`config.mk`:
```
export PLATFORM = sky130hd
export DESIGN_NAME = cfg_strap_latch
export DESIGN_NICKNAME = d
export VERILOG_FILES = /design/src/rtl/cfg_strap_pkg.sv /design/src/rtl/strap_sync.sv /design/src/rtl/strap_capture.sv /design/src/rtl/mgmt_addr_match.sv /design/src/rtl/cfg_strap_latch.sv
export SDC_FILE = /design/constraint.sdc
export NUM_CORES = 1
export LEC_CHECK = 0
export ABC_AREA = 1
export BUFFER_PORTS_ARGS = -buffer_cell sky130_fd_sc_hd__buf_2
export CAP_MARGIN = 20
export CORE_MARGIN = 1.5
export CORE_UTILIZATION = 51
export CTS_CLUSTER_DIAMETER = 100
export DETAILED_ROUTE_END_ITERATION = 10
export GPL_TIMING_DRIVEN = 0
export PLACE_DENSITY = 0.8
export SETUP_SLACK_MARGIN = 0.3
export SLEW_MARGIN = 20
export SYNTH_ARGS = -nofsm -noshare
export SYNTH_HDL_FRONTEND = slang
export SYNTH_HIERARCHICAL = 1
export SYNTH_SLANG_ARGS = --single-unit
```
`constraint.sdc`:
```
create_clock -name clk -period 1.9 [get_ports clk]
set_input_delay 0.38 -clock clk [delete_from_list [all_inputs] [get_ports clk]]
set_output_delay 0.38 -clock clk [all_outputs]
set_load 0.01 [all_outputs]
```
`src/rtl/cfg_strap_pkg.sv`:
```
`timescale 1ns/1ps
package cfg_strap_pkg;

  localparam int FULL_AW  = 5;
  localparam int MODE_W   = 2;
  localparam int IF_SEL_W = 3;
  localparam int STAT_W   = FULL_AW + 1 + MODE_W;

  typedef enum logic [MODE_W-1:0] {
    MODE_RSVD  = 2'b00,
    MODE_MII   = 2'b01,
    MODE_RMII  = 2'b10,
    MODE_SCMII = 2'b11
  } strap_mode_e;

  function automatic logic [IF_SEL_W-1:0] if_decode(input strap_mode_e m);
    logic [IF_SEL_W-1:0] sel;
    case (m)
      MODE_MII:   sel = 3'b001;
      MODE_RMII:  sel = 3'b010;
      MODE_SCMII: sel = 3'b100;
      default:    sel = 3'b000;
    endcase
    return sel;
  endfunction

endpackage

```
`src/rtl/strap_sync.sv`:
```
`timescale 1ns/1ps
module strap_sync #(
  parameter int W      = 8,
  parameter int STAGES = 2
) (
  input  logic         clk,
  input  logic         rst_n,
  input  logic [W-1:0] d,
  output logic [W-1:0] q
);

  logic [W-1:0] stage_q [STAGES];
  logic [W-1:0] stage_d [STAGES];

  always_comb begin
    stage_d[0] = d;
  end

  genvar gi;
  generate
    for (gi = 1; gi < STAGES; gi++) begin : g_chain
      always_comb begin
        stage_d[gi] = stage_q[gi-1];
      end
    end
  endgenerate

  always_ff @(posedge clk or negedge rst_n) begin
    if (!rst_n) begin
      for (int i = 0; i < STAGES; i++) stage_q[i] <= '0;
    end else begin
      for (int i = 0; i < STAGES; i++) stage_q[i] <= stage_d[i];
    end
  end

  assign q = stage_q[STAGES-1];

endmodule

```
`src/rtl/strap_capture.sv`:
```
`timescale 1ns/1ps
module strap_capture
  import cfg_strap_pkg::*;
#(
  parameter int ADDR_W = 5
) (
  input  logic               clk,
  input  logic               rst_n,
  input  logic               rel_s,
  input  logic [MODE_W-1:0]  mode_s,
  input  logic [FULL_AW-1:0] addr_s,
  output logic               done_q,
  output strap_mode_e        mode_q,
  output logic [FULL_AW-1:0] addr_q,
  output logic               mode_bad,
  output logic               oe_q
);

  logic [FULL_AW-1:0] addr_keep;

  generate
    if (ADDR_W < FULL_AW) begin : g_narrow
      assign addr_keep = {{(FULL_AW-ADDR_W){1'b0}}, addr_s[ADDR_W-1:0]};
      assert_narrow_top_zero_R10 : assert property (@(posedge clk) disable iff (!rst_n)
        addr_q[FULL_AW-1] == 1'b0);
    end else begin : g_full
      assign addr_keep = addr_s;
    end
  endgenerate

  logic               cap_en;
  logic               done_d;
  logic               oe_d;
  strap_mode_e        mode_d;
  logic [FULL_AW-1:0] addr_d;

  always_comb begin
    cap_en = rel_s & ~done_q;
    done_d = done_q | rel_s;
    mode_d = cap_en ? strap_mode_e'(mode_s) : mode_q;
    addr_d = cap_en ? addr_keep : addr_q;
    oe_d   = done_q & (mode_q != MODE_RSVD);
  end

  always_ff @(posedge clk or negedge rst_n) begin
    if (!rst_n) begin
      done_q <= 1'b0;
      mode_q <= MODE_RSVD;
      addr_q <= '0;
      oe_q   <= 1'b0;
    end else begin
      done_q <= done_d;
      oe_q   <= oe_d;
      if (cap_en) begin
        mode_q <= mode_d;
        addr_q <= addr_d;
      end
    end
  end

  assign mode_bad = done_q & (mode_q == MODE_RSVD);

  // once captured, the configuration never moves until a hardware reset
  assert_status_stable_R4 : assert property (@(posedge clk) disable iff (!rst_n)
    (done_q && $past(done_q)) |-> ($stable(mode_q) && $stable(addr_q)));

  // the driver enable only rises a clock after capture had completed
  assert_oe_after_capture_R3 : assert property (@(posedge clk) disable iff (!rst_n)
    $rose(oe_q) |-> $past(done_q));

  // an invalid captured mode keeps the drivers off
  assert_invalid_no_oe_R8 : assert property (@(posedge clk) disable iff (!rst_n)
    mode_bad |-> !oe_q);

endmodule

```
`src/rtl/mgmt_addr_match.sv`:
```
`timescale 1ns/1ps
module mgmt_addr_match
  import cfg_strap_pkg::*;
#(
  parameter int ADDR_W = 5
) (
  input  logic               clk,
  input  logic               rst_n,
  input  logic               done,
  input  logic [FULL_AW-1:0] addr_q,
  input  logic               mf_valid,
  input  logic [FULL_AW-1:0] mf_addr,
  input  logic               soft_rst,
  output logic               resp_en
);

  logic hit;
  logic resp_d;

  always_comb begin
    hit    = (mf_addr[ADDR_W-1:0] == addr_q[ADDR_W-1:0]);
    resp_d = mf_valid & done & hit & ~soft_rst;
  end

  always_ff @(posedge clk or negedge rst_n) begin
    if (!rst_n) resp_en <= 1'b0;
    else        resp_en <= resp_d;
  end

  // a response follows only a valid frame presented in the prior cycle
  assert_resp_follows_frame_R9 : assert property (@(posedge clk) disable iff (!rst_n)
    resp_en |-> ($past(mf_valid) && !$past(soft_rst)));

endmodule

```
`src/rtl/cfg_strap_latch.sv`:
```
`timescale 1ns/1ps
module cfg_strap_latch
  import cfg_strap_pkg::*;
#(
  parameter int ADDR_W      = 5,
  parameter int SYNC_STAGES = 2
) (
  input  logic         clk,
  input  logic         por_ok,
  input  logic         rst_pin_n,
  input  logic         soft_rst,
  input  logic [1:0]   strap_mode_i,
  input  logic [4:0]   strap_addr_i,
  input  logic         mf_valid,
  input  logic [4:0]   mf_addr,
  output logic         resp_en,
  output logic         pad_oe,
  output logic [2:0]   if_sel,
  output logic         pin_remap,
  output logic [7:0]   strap_status
);

  localparam int SYNC_W = 1 + MODE_W + FULL_AW;

  logic              rst_n;
  logic [SYNC_W-1:0] sync_d;
  logic [SYNC_W-1:0] sync_q;

  assign rst_n  = por_ok & rst_pin_n;
  assign sync_d = {1'b1, strap_mode_i, strap_addr_i};

  strap_sync #(.W(SYNC_W), .STAGES(SYNC_STAGES)) u_sync (
    .clk   (clk),
    .rst_n (rst_n),
    .d     (sync_d),
    .q     (sync_q)
  );

  logic               done_q;
  strap_mode_e        mode_q;
  logic [FULL_AW-1:0] addr_q;
  logic               mode_bad;

  strap_capture #(.ADDR_W(ADDR_W)) u_cap (
    .clk      (clk),
    .rst_n    (rst_n),
    .rel_s    (sync_q[SYNC_W-1]),
    .mode_s   (sync_q[FULL_AW +: MODE_W]),
    .addr_s   (sync_q[FULL_AW-1:0]),
    .done_q   (done_q),
    .mode_q   (mode_q),
    .addr_q   (addr_q),
    .mode_bad (mode_bad),
    .oe_q     (pad_oe)
  );

  mgmt_addr_match #(.ADDR_W(ADDR_W)) u_match (
    .clk      (clk),
    .rst_n    (rst_n),
    .done     (done_q),
    .addr_q   (addr_q),
    .mf_valid (mf_valid),
    .mf_addr  (mf_addr),
    .soft_rst (soft_rst),
    .resp_en  (resp_en)
  );

  always_comb begin
    if_sel       = done_q ? if_decode(mode_q) : 3'b000;
    pin_remap    = if_sel[2];
    strap_status = {addr_q, mode_bad, mode_q};
  end

  // at most one interface is selected
  assert_ifsel_onehot_R5 : assert property (@(posedge clk) disable iff (!rst_n)
    $onehot0(if_sel));

  // pin reassignment only with single-clock MII in the status word
  assert_remap_scmii_R6 : assert property (@(posedge clk) disable iff (!rst_n)
    pin_remap |-> (strap_status[1:0] == 2'b11));

  // drivers stay off while the status still shows nothing captured
  assert_oe_off_uncaptured_R3 : assert property (@(posedge clk) disable iff (!rst_n)
    (if_sel == 3'b000) |-> !pad_oe);

endmodule

```
======== Word-level counts from Yosys, hierarchy flattened ========
Index checks and enable logic that the tools add are counted.
word-level totals
  output and inout bits ................... 14
  logic and storage cells ................. 25
  register bits after elaboration ......... 26
  input port bits ......................... 17
operators by class
  multiplexer cells ....................... 2
  bitwise gates (word level) .............. 10
  reduce and logical (&&, ||, !) cells .... 2
  equal/unequal tests ..................... 4
operators by type and width
  operator                                             number
  case mux 3 bit (3 select lines)                      1
  AND 1 bit                                            7
  equality test 5 bit                                  1
  equality test 2 bit, second input constant           2
  two-way mux 3 bit                                    1
  equality test 2 x 1 -> 1 bit, second input constant  1
  logical NOT 2 bit                                    1
  NOT 1 bit                                            2
  nonzero test 2 bit                                   1
  bitwise OR 1 bit                                     1

======== Logic depth before layout (Yosys ltp) ========
  word-level depth ........................ 3
  depth in mapped cells ................... 6
  depth with buffers taken out ............ 6

======== By module ========
Netlist, hierarchy kept.
modules (own cells, without submodules)
  module           instances  area an instance (µm²)  cells an instance  sequential area each (µm²)
  strap_sync       1          400.4                   16                 400.4
  strap_capture    1          357.8                   37                 225.2
  mgmt_addr_match  1          143.9                   31                 25.0
  cfg_strap_latch  1          48.8                    11                 0.0

======== Least setup slack after synthesis ========
Ideal clock, no wire load.
  path kind ............................... reg-to-output
  start ................................... register u_cap.mode_q[0]
  end ..................................... output port if_sel[2]
  cell stages (with the launch flop) ...... 4
  buffers on the path ..................... 1
  required time ........................... 1.520 ns
  slack ................................... 0.630 ns
  arrival time ............................ 0.890 ns
  cells stage by stage .................... dfrtp_1 nand2_1 nor2_1 buf_4
between the ends
  word-level cells in the longest chain between the ends .. 3
  elaborated cells between the ends (all ways) .. 5
  those cells by class .................... eq/ne (3); mux (2)
ends and longest elaborated chain
  item                                                                 RTL line               RTL
  from (decl)                                                          strap_capture.sv:13    output strap_mode_e mode_q,
  from (signal assigned)                                               strap_capture.sv:55    mode_q <= mode_d;
  equality test 2 bit or equality test 2 x 1 -> 1 bit (tied branches)  cfg_strap_pkg.sv:18    case (m)
  case mux 3 bit (3 select lines) (*)                                  cfg_strap_pkg.sv:18
  two-way mux 3 bit (*)                                                cfg_strap_latch.sv:69  if_sel = done_q ? if_decode(mode_q) : 3'b000;
  to (decl)                                                            cfg_strap_latch.sv:18  output logic [2:0] if_sel,
Every way passes the cells marked *; elsewhere a longest branch is shown, timed or not.

======== Worst setup path in the final report ========
  start ................................... register u_cap.done_q
  end ..................................... output port if_sel[2]
between the ends
  word-level cells in the longest chain between the ends .. 1
ends and longest elaborated chain
  item                    RTL line               RTL
  from (decl)             strap_capture.sv:12    output logic done_q,
  from (signal assigned)  strap_capture.sv:52    done_q <= done_d;
  two-way mux 3 bit       cfg_strap_latch.sv:69
No other way between the ends.

==> summary.md <==
| Metric | Value |
|---|---|
| Final Net Count | 153 |
| Clk sinks | 26 |
| Crit path kind | register to output port |
| Maximum vdd ir drop | 0.000625 V |
| Starting Density | 54.5% |
| Synth Instances | 95 |
| Critical Path Start Type | register |
| Clock buffer depth | 2 |
| Post-layout util | 70.9% |
| DR WL/cell | 9.86 microns |
| Final setup fails | 0 |
| Worst rel slew slack | roughly two fifths |
| Hold path start | strap_addr_i[3] |
| Crit Reg-Reg Endpoint | u_cap/addr_q[3]$_DFFE_PN0P_ |
| Met3 usage | 3.53% |
| Arr. time, crit path | 1170 ps |
| GR peak layer | met2 |
| Top Ports | 31 |
| Worst-path clk slew | 130 ps |
| Max-cap violations | 0 |
| Async SR Flop Fraction | 100% |
| TritonCTS clock tree | yes |
| Root Driver | clkbuf_4 |
| Worst Skew | 3.03 ps |
| Mean post-synth cell area | 10.0 sq um |
| Vias in the first global route | 591 |
| Register area share after synthesis | 68.4% |
| Power Density | 840 nW/um^2 |
| Die ar. | 2130 sq um |
| Number of hold violations in the final report | 0 |
| RR Startpoint | u_cap/done_q$_DFF_PN0_ |
| Via Count | 696 |
| Worst-Margin Slew | 913 ps |
| Hold crit path type | primary input to register |
| Post-route setup slack | approximately 350 ps |
| Total grt overflow | 0 |
| Post-Synthesis Cell Area | around 950 sq um |
| Reg2Reg Depth | 6 |
| Main flop type after synthesis | dfrtp_1 |
| Post-DP HPWL | 1120 microns |
| Max frequency | 0.644 GHz |
| Post-DR vias/cell | 4.35 |
| Hold endpoint | u_sync/stage_d[3]$_DFF_PN0_ |
| Worst slack, placed | around 600 ps |
| Largest cells by area after synthesis | dfrtp_1 (68%), nand2_1 (12%), inv_1 (5.1%) |
| Area delta synth->final | 30.1% |
| Placement Rows | 15 |
| Top cells by count, synth | nand2_1 (31), dfrtp_1 (26), inv_1 (13) |
| Count leader, synth | nand2_1 |
| Initial antenna violation count | 0 |
| DR DRC count | 0 |
| Post-Syn Nets | between 100 and 150 |
| Synth Register Bits | 26 |
| Slew Limit Fails | 0 |
| CTS Buf Count | 3 |
| Cts-stage hold buffer count | 0 |
| Outcome | completed |
| First DRT Iteration DRCs | 11 |
| GR Util met1 | 16.7% |
| CP endpoint kind | output port |
| Worst Path Required | 1520 ps |
| Proportion of layout cells with a drive suffix above 1 | 37.8% |
| Port bufs | 30 |
| RSZ-0062 raised after global routing | true |
| Area leader, netlist | dfrtp_1 |
| Worst-path fanout max | 5 |
| Pleak | around 0.72 nW |
| # diodes | 0 |
| Met2 Track Usage GR | 27.8% |
| GRT Resource Usage Total | 15.3% |
| Total Wirelength | 1580 microns |
| DRT antenna net count | 0 |
| Die Y | 46.2 microns |
| Setup slack, reg-to-reg | 800 ps |
| Worst-Skew Late Latency | 310 ps |
| Pre-antenna DRT Iters | 4 |
| Die outline width | 46.2 microns |
| CTS H-tree lvls | 1 |
| Sum Neg Setup Slack | 0 ps |
| Hold depth | 1 |
| Pin count of the biggest net entering global routing | 27 |
| Synth unique cells | 14 |
| Tcrit/Tclk final | 81.7% |
| EDFF count, synth | 0 |
| Core area | 1750 sq um |
| First-pass GRT wire length | between 2000 and 2500 microns |
| Synthesis Warnings | 6 |
| GP Congestion | 0.681 |
| Share of the synthesized area in the top cell type | approximately two thirds |
| Fin Hold WS | 165 ps |
| Tmin final | about 1600 ps |
## logic make-up (layout without fill, tap and decap cells)
kind of cell / count (synthesis) / after routing / synth area share, %
DFF: 26 / 26 / 68.4
other: 1 / 1 / 0.394
and+or+nand+nor: 51 / 51 / 22.9
buffers and inverters: 17 / 57 / 8.29
## layout make-up
cell class | count | area [sq um]
buffer | 3 | 26.3
clock buffer | 4 | 36.3
fill | 136 | 508
inverter | 14 | 57.6
multi-input combinational | 52 | 231
sequential | 26 | 653
tap | 25 | 31.3
timing repair buffer | 36 | 201
## registers in the layout, indices dropped and copies added, names as in the netlist
| name | flops |
|---|---|
| u_cap/addr_q | 5 |
| u_match/resp_en | 1 |
| u_cap/done_q | 1 |
| u_sync/stage_d | 8 |
| u_cap/mode_q | 2 |
| u_cap/oe_q | 1 |
| u_sync/q | 8 |
## timing repair
| item | CTS | global route |
|---|---|---|
| pin swaps | 0 | 1 |
| setup buffers | 3 | 3 |
| endpoints found under the setup margin | 2 | 2 |
| gates cloned | 0 | 0 |
| resized for setup | 3 | 5 |
## power breakdown
group / internal, mW / total, mW / switching [mW]
clock network: 0.117 / 0.264 / 0.148
registers: 0.592 / 0.617 / 0.0249
logic: 0.0746 / 0.159 / 0.0843
## metrics by stage
stage | area [sq um] | instances | power, mW
final | 1240 | 160 | 1.04
after global routing | 1240 | 160 | 1.09
after CTS | 1200 | 157 | 1.05
after detailed placement | 1130 | 150 | 0.771
after global placement | 1130 | 150 | 0.760
after floorplan | 951 | 95 | 0.706
## placed cells by master (no fill, tap or decap), drive strengths merged
cell     n
nand2   32
clkbuf   4
dfrtp   26
or2      1
nand3    8
nor3     1
buf     39
inv     13
clkinv   1
conb     1
nand4    1
nor2     8
## worst max path at each step
stage                            to                         from
finish                    if_sel[2]       u_cap/done_q$_DFF_PN0_
global route              if_sel[2]       u_cap/done_q$_DFF_PN0_
CTS                       if_sel[2]  u_cap/mode_q[0]$_DFFE_PN0P_
detailed placement  strap_status[2]       u_cap/done_q$_DFF_PN0_
global placement    strap_status[2]       u_cap/done_q$_DFF_PN0_
floorplan                 if_sel[2]  u_cap/mode_q[0]$_DFFE_PN0P_
## per-layer routing
layer / vias to the layer above / wire length (microns)
met2: 19 / 840
met5: - / 0
met4: 0 / 0
met1: 319 / 677
li1: 358 / -
met3: 0 / 60
## critical path, stage by stage (launching register included)
cell,delay [ps]
dfrtp_2,460
nand2_2,80
nor2_2,110
buf_4,100
buf_2,110
Note: power is estimated with default switching activity, not from simulation.
